File: config.mk
export PLATFORM = sky130hd
export DESIGN_NAME = pm_csr_top
export DESIGN_NICKNAME = d
export VERILOG_FILES = /design/src/rtl/pm_csr_pkg.sv /design/src/rtl/pm_pstate_fsm.sv /design/src/rtl/pm_wake_ctl.sv /design/src/rtl/pm_rd_mux.sv /design/src/rtl/pm_csr_top.sv
export SDC_FILE = /design/constraint.sdc
export NUM_CORES = 1
export LEC_CHECK = 0
export BUFFER_PORTS_ARGS = -buffer_cell sky130_fd_sc_hd__buf_4
export CAP_MARGIN = 20
export CORE_AREA = 2 2 39 41
export DETAILED_ROUTE_END_ITERATION = 16
export DIE_AREA = 0 0 41 43
export PLACE_DENSITY = 0.73
export REMOVE_ABC_BUFFERS = 1
export SETUP_SLACK_MARGIN = 0.3
export SYNTH_ARGS = -nofsm -noshare
export SYNTH_HDL_FRONTEND = slang
export SYNTH_HIERARCHICAL = 1
export SYNTH_SLANG_ARGS = --single-unit
File: constraint.sdc
create_clock -name clk -period 1.5 [get_ports clk]
set_clock_uncertainty 0.15 [all_clocks]
set_input_delay 0.3 -clock clk [delete_from_list [all_inputs] [get_ports clk]]
set_output_delay 0.3 -clock clk [all_outputs]
set_load 0.01 [all_outputs]
File: src/rtl/pm_csr_pkg.sv
package pm_csr_pkg;
    localparam int CSR_W    = 16;
    localparam int LANE_W   = 8;
    localparam int BE_W     = CSR_W / LANE_W;
    localparam int PS_W     = 2;
    localparam int STAT_BIT = 15;
    localparam int EN_BIT   = 8;
    localparam int LANE_LO  = 0;
    localparam int LANE_HI  = 1;

    typedef enum logic [PS_W-1:0] {
        PS_D0    = 2'b00,
        PS_D1    = 2'b01,
        PS_D2    = 2'b10,
        PS_D3HOT = 2'b11
    } pstate_e;
endpackage

File: src/rtl/pm_pstate_fsm.sv
module pm_pstate_fsm
    import pm_csr_pkg::*;
(
    input  logic            clk,
    input  logic            gl_rst,
    input  logic            bus_rst,
    input  logic            wr_lo,
    input  logic [PS_W-1:0] wr_ps,
    output logic [PS_W-1:0] ps,
    output logic            fn_rst
);
    pstate_e state_q;
    pstate_e state_d;
    logic    d3_exit;
    logic    fn_rst_q;
    logic    any_rst;

    assign any_rst = gl_rst | bus_rst;

    // next state and D3-EXIT detection
    always_comb begin
        state_d = state_q;
        d3_exit = 1'b0;
        unique case (state_q)
            PS_D0, PS_D1, PS_D2: begin
                if (wr_lo) state_d = pstate_e'(wr_ps);
            end
            PS_D3HOT: begin
                if (wr_lo) begin
                    state_d = pstate_e'(wr_ps);
                    d3_exit = (pstate_e'(wr_ps) == PS_D0);
                end
            end
            default: state_d = PS_D0;
        endcase
    end

    // state register
    always_ff @(posedge clk) begin
        if (any_rst) state_q <= PS_D0;
        else         state_q <= state_d;
    end

    // output register
    always_ff @(posedge clk) begin
        if (any_rst) fn_rst_q <= 1'b0;
        else         fn_rst_q <= d3_exit;
    end

    assign ps     = state_q;
    assign fn_rst = fn_rst_q;
endmodule

File: src/rtl/pm_wake_ctl.sv
module pm_wake_ctl (
    input  logic clk,
    input  logic gl_rst,
    input  logic bus_rst,
    input  logic wr_hi,
    input  logic wr_stat_bit,
    input  logic wr_en_bit,
    input  logic wake_evt,
    output logic stat,
    output logic en,
    output logic req
);
    logic stat_q;
    logic en_q;
    logic clr_req;

    assign clr_req = wr_hi & wr_stat_bit;

    always_ff @(posedge clk) begin
        if (gl_rst)           en_q <= 1'b0;
        else if (bus_rst)     en_q <= en_q;
        else if (wr_hi)       en_q <= wr_en_bit;
    end

    always_ff @(posedge clk) begin
        if (gl_rst)           stat_q <= 1'b0;
        else if (bus_rst)     stat_q <= stat_q & en_q;
        else                  stat_q <= wake_evt | (stat_q & ~clr_req);
    end

    assign stat = stat_q;
    assign en   = en_q;
    assign req  = stat_q & en_q;
endmodule

File: src/rtl/pm_rd_mux.sv
module pm_rd_mux
    import pm_csr_pkg::*;
(
    input  logic            stat,
    input  logic            en,
    input  logic [PS_W-1:0] ps,
    output logic [CSR_W-1:0] rd
);
    always_comb begin
        rd = '0;
        rd[STAT_BIT]  = stat;
        rd[EN_BIT]    = en;
        rd[PS_W-1:0]  = ps;
    end
endmodule

File: src/rtl/pm_csr_top.sv
module pm_csr_top
    import pm_csr_pkg::*;
(
    input  logic             clk,
    input  logic             gl_rst,
    input  logic             bus_rst,
    input  logic             wr_en,
    input  logic [BE_W-1:0]  wr_be,
    input  logic [CSR_W-1:0] wr_data,
    input  logic             wake_evt,
    output logic [CSR_W-1:0] rd_data,
    output logic             wake_req,
    output logic [PS_W-1:0]  pwr_state,
    output logic             fn_rst_pulse
);
    logic [BE_W-1:0] lane_we;
    logic            stat_w;
    logic            en_w;
    logic [PS_W-1:0] ps_w;

    for (genvar i = 0; i < BE_W; i++) begin : g_lane
        assign lane_we[i] = wr_en & wr_be[i];
    end

    pm_pstate_fsm u_fsm (
        .clk    (clk),
        .gl_rst (gl_rst),
        .bus_rst(bus_rst),
        .wr_lo  (lane_we[LANE_LO]),
        .wr_ps  (wr_data[PS_W-1:0]),
        .ps     (ps_w),
        .fn_rst (fn_rst_pulse)
    );

    pm_wake_ctl u_wake (
        .clk        (clk),
        .gl_rst     (gl_rst),
        .bus_rst    (bus_rst),
        .wr_hi      (lane_we[LANE_HI]),
        .wr_stat_bit(wr_data[STAT_BIT]),
        .wr_en_bit  (wr_data[EN_BIT]),
        .wake_evt   (wake_evt),
        .stat       (stat_w),
        .en         (en_w),
        .req        (wake_req)
    );

    pm_rd_mux u_mux (
        .stat(stat_w),
        .en  (en_w),
        .ps  (ps_w),
        .rd  (rd_data)
    );

    assign pwr_state = ps_w;
endmodule

Word-level counts from Yosys, hierarchy flattened
Cells that the tools add are included.
Storage, ports and cells
  word-level logic and storage cells: 27
  input port bits: 23
  bits in registers: 5
  output and inout bits: 20
Cells by class
  mux-type cells: 3
  reductions and logical operators: 5
  bitwise logic cells: 11
  equal/unequal tests: 4
Operators by type and width (number)
  $and A1 B1 Y1: 5
  $eq A2 B2 Y1 const B: 2
  $logic_not A2 Y1: 2
  $mux W2: 2
  $not A1 Y1: 4
  $reduce_or A4 Y1: 1
  $reduce_or A3 Y1: 1
  $eq A2 B1 Y1 const B: 1
  $ne A2 B1 Y1 const B: 1
  $or A1 B1 Y1: 2
  $reduce_and A2 Y1: 1
  $mux W1: 1

Longest topological paths before layout
  word-level depth: 6
  depth in mapped cells: 4
  mapped depth without buffers: 4

Modules after synthesis
The synthesis kept the hierarchy.
Modules (own cells, without submodules)
  pm_pstate_fsm: cells an instance 11, instances 1, area each 125.1 sq um
  pm_rd_mux: cells an instance 17, instances 1, area each 123.9 sq um
  pm_wake_ctl: cells an instance 11, instances 1, area each 92.6 sq um
  pm_csr_top: cells an instance 2, instances 1, area each 12.5 sq um

Worst setup path before layout
Ideal clock, no wire load.
  kind: input-to-reg
  start point: input port wr_be[1]
  end point: register u_wake.stat_q (netlist: u_wake/stat)
  arrival time: 0.963 ns
  path buffers: 0
  path slack: 0.317 ns
  cell stages on the path: 4
  cell sequence: and2_1 nor2b_1 a221o_1 a21oi_1
On the way
  longest elaborated chain between the ends: 6
RTL lines
  start: declaration: RTL line pm_csr_top.sv:8  | input logic [BE_W-1:0] wr_be,
  $and A1 B1 Y1: RTL line pm_csr_top.sv:22  | assign lane_we[i] = wr_en & wr_be[i];
  $and A1 B1 Y1: RTL line pm_wake_ctl.sv:17  | assign clr_req = wr_hi & wr_stat_bit;
  $not A1 Y1: RTL line pm_wake_ctl.sv:28  | else stat_q <= wake_evt | (stat_q & ~clr_req);
  $and A1 B1 Y1: RTL line pm_wake_ctl.sv:28
  $or A1 B1 Y1: RTL line pm_wake_ctl.sv:28
  $mux W1: RTL line pm_wake_ctl.sv:27  | else if (bus_rst) stat_q <= stat_q & en_q;
  end signal: assignment: RTL line pm_wake_ctl.sv:27
  end signal: assignment: RTL line pm_wake_ctl.sv:28
  end: declaration: RTL line pm_wake_ctl.sv:13  | logic stat_q;
Every way passes these cells.
A chain may end at the register's enable or synchronous reset.

Worst setup path after layout
  start point: register u_wake.en_q (netlist: u_wake/en)
  end point: output port rd_data[8]
RTL lines
  start: declaration: RTL line pm_wake_ctl.sv:14  | logic en_q;
  start signal: assignment: RTL line pm_wake_ctl.sv:21  | else if (bus_rst) en_q <= en_q;
  start signal: assignment: RTL line pm_wake_ctl.sv:22  | else if (wr_hi) en_q <= wr_en_bit;
  end: declaration: RTL line pm_csr_top.sv:11  | output logic [CSR_W-1:0] rd_data,
No word-level cell between the ends.

==> results.cfg <==
[detailed_routing]
drc = 0
wl_met1_um = 211
viasPerCell = 3.640
wire_per_inst_um = 8.253
wl_met2_um = 311
finalWirelength_um = 619
met3_length_um = 96
via_count = 273
detail-route-antenna-nets = 0
dr.pass1.iters = 2
top_layer = met3
drtIter0Drc = 2

[sta]
finalHoldViolations = 0
min_period_ns = 1.269
fin_crit_sh_pct = 84.61
fmax_mhz = 787.9
setup_violations = 0
tns_ns = 0
finalMaxSlewViolations = 0
rsz0062_at_grt = true

[worst_setup_path]
worstPathMaxFanout = 2
worstSetupPathType = reg -> out
slowest_delay_ns = 0.32
crit_path_end_kind = output pin
crit_chain = buf_4 > buf_4
cp-start-kind = register
crit_slowest_cell = dfxtp_2
cp_common_cell = buf_4
required_ns = 1.05
r2r-end = u_wake/stat
rr_worst_depth = 3
rrSetupSlack_ns = 0.47
worstReg2RegStart = u_wake/en
cp.arrival_ns = 0.82

[clock_tree]
ctsHoldBuffers = 0
cts_tree = built
cts-htree-levels = 1
worstSkewPairLatency_ns = 0.25
cts-root-buf = clkbuf_4
cts.sinks = 5
path_clk_slew_ns = 0.05
cts.path.max_buffers = 2
numCtsBuffers = 3

[die]
core-area_um2 = 1384
fp-row-count = 14
die_w_um = 41
dieArea_um2 = 1763
chipHeight_um = 43
start_util_pct = 25.59
io_pins = 43

[synth]
synthTopCellsByArea = buf_4, dfxtp_1, mux2i_1, nor2_1, and2_1
postSynthCellCount = 41
yosysWarnings = 6
synth.distinct_cells = 15
ys_seq_elements = 5
ys_seq_area_share_pct = 28.27
yosysTopAreaCell = buf_4
yosysTopAreaCellShare_pct = 33.92
syn_avg_cell_area_um2 = 8.636
syn_area_um2 = 354.1

[grt]
grt_pass1_vias = 229
antenna_found_initial = 0
grt_pass1_wl_um = 862
grt_max_degree = 5
gr-total-overflow = 0
track_usage_pct = 8.325

[final_layout]
antenna_cells = 0
area_growth_syn_to_layout_pct = 33.22
nNetsFinal = 84
fillers = 160
layout-drive-gt1-share_pct = 52.54
final_util_pct = 34.09
multi_input_area_um2 = 170.2
seq_area_um2 = 105.1

[place]
dp_hpwl_um = 509.7
io_buffers = 18
gp_congestion = 0.5838

[power]
p_per_area_nw_per_um2 = 778.3
ir_drop_mv = 0.2921
power_leakage_uw = 0.0002381
p_total_uw = 367.1

[job]
cap_violations = 0

[hold_path]
hold_end = u_wake/en
min_path_cells = 2
hold_start = gl_rst
hp-class = in -> reg

[outcome]
status = complete, no violations
[per-stage QoR]
stage	instance area [um2]	hold WS (ns)	cells	worst slack, ns
2_1_floorplan	275.3	0.2191	36	0.3169
3_3_place_gp	430.4	0.3258	70	0.1663
3_5_place_dp	430.4	0.3301	70	0.1505
4_1_cts	461.7	0.05321	74	0.2181
5_1_grt	471.7	0.05060	75	0.1879
6_report	471.7	0.06514	75	0.2308
[synth_stat cells]
master / instances
or2_4: 1
and2_1: 2
a21oi_1: 1
buf_4: 16
a221o_1: 1
ha_1: 1
conb_1: 1
inv_1: 2
dfxtp_1: 5
nand2b_1: 1
mux2i_1: 3
nor4_2: 1
nor2_1: 4
nand2_1: 1
nor2b_1: 1
[critical path: cells and delay by family (launching register included)]
kind	cells	cell delay, ns
buffers and inverters	2	0.26
flip-flops	1	0.32
[final cells by class]
class	count	share of cell area, %
repair buffers	19	30.24
well taps	16	4.244
flip-flops and latches	5	22.28
clock buffers	4	5.570
multi-input cells	29	36.07
inverters	2	1.592
[state kept, by name (all words and copies together) (netlist names)]
signal        cells
u_wake/stat       1
u_fsm/fn_rst      1
u_wake/en         1
u_fsm/ps          2
[worst max path at each step]
| stage | start | end | slack, ns |
|---|---|---|---|
| after floorplan | wr_be[1] | u_wake/stat | 0.32 |
| after global placement | wr_be[1] | u_wake/stat | 0.17 |
| after detailed placement | wr_be[1] | u_wake/stat | 0.15 |
| after CTS | u_wake/en | wake_req | 0.22 |
| after global routing | u_wake/stat | wake_req | 0.19 |
| final | u_wake/en | rd_data[8] | 0.23 |
[cell families (layout without fill, tap and decap cells)]
group	count (synthesis)	after routing	synth area share, %
buf+inv	18	25	36.04
fa+ha+maj	1	1	3.533
flops	5	5	28.27
compound gates	2	2	4.239
simple gates	11	11	18.37
other cells	1	12	1.059
mux	3	3	8.481
[power breakdown]
group / switching [uW] / internal, uW / total [uW]
Clock: 60.4 / 101 / 161
Sequential: 2.70 / 138 / 140
Combinational: 32.6 / 32.9 / 65.5
[routing by layer]
metal | vias to the layer above | global-route usage [%]
li1 | 136 | -
met1 | 116 | 5.128
met2 | 21 | 13.44
met3 | 0 | 9.424
met4 | 0 | 4.000
met5 | - | 0
[cells in the final DEF (no fill, tap or decap)]
cell type  Yosys  routed
buf_4         16      19
conb_1         1      12
dfxtp_2        0       4
clkbuf_4       0       3
mux2i_1        3       3
nor2_1         4       3
and2_1         2       2
inv_2          0       2
clkbuf_1       0       1
or2_4          1       1
nand2_1        1       1
nor4_2         1       1
ha_1           1       1
dfxtp_1        5       1
nor2_2         0       1
nand2b_1       1       1
nor2b_1        1       1
a221o_1        1       1
a21oi_1        1       1
[timing repair]
action,4_1_cts,5_1_grt
endpoints found under the setup margin,5,1
buffers inserted,0,1
pin swaps,1,0
gates resized for setup,6,1
Power figures use the tool's default switching activity.
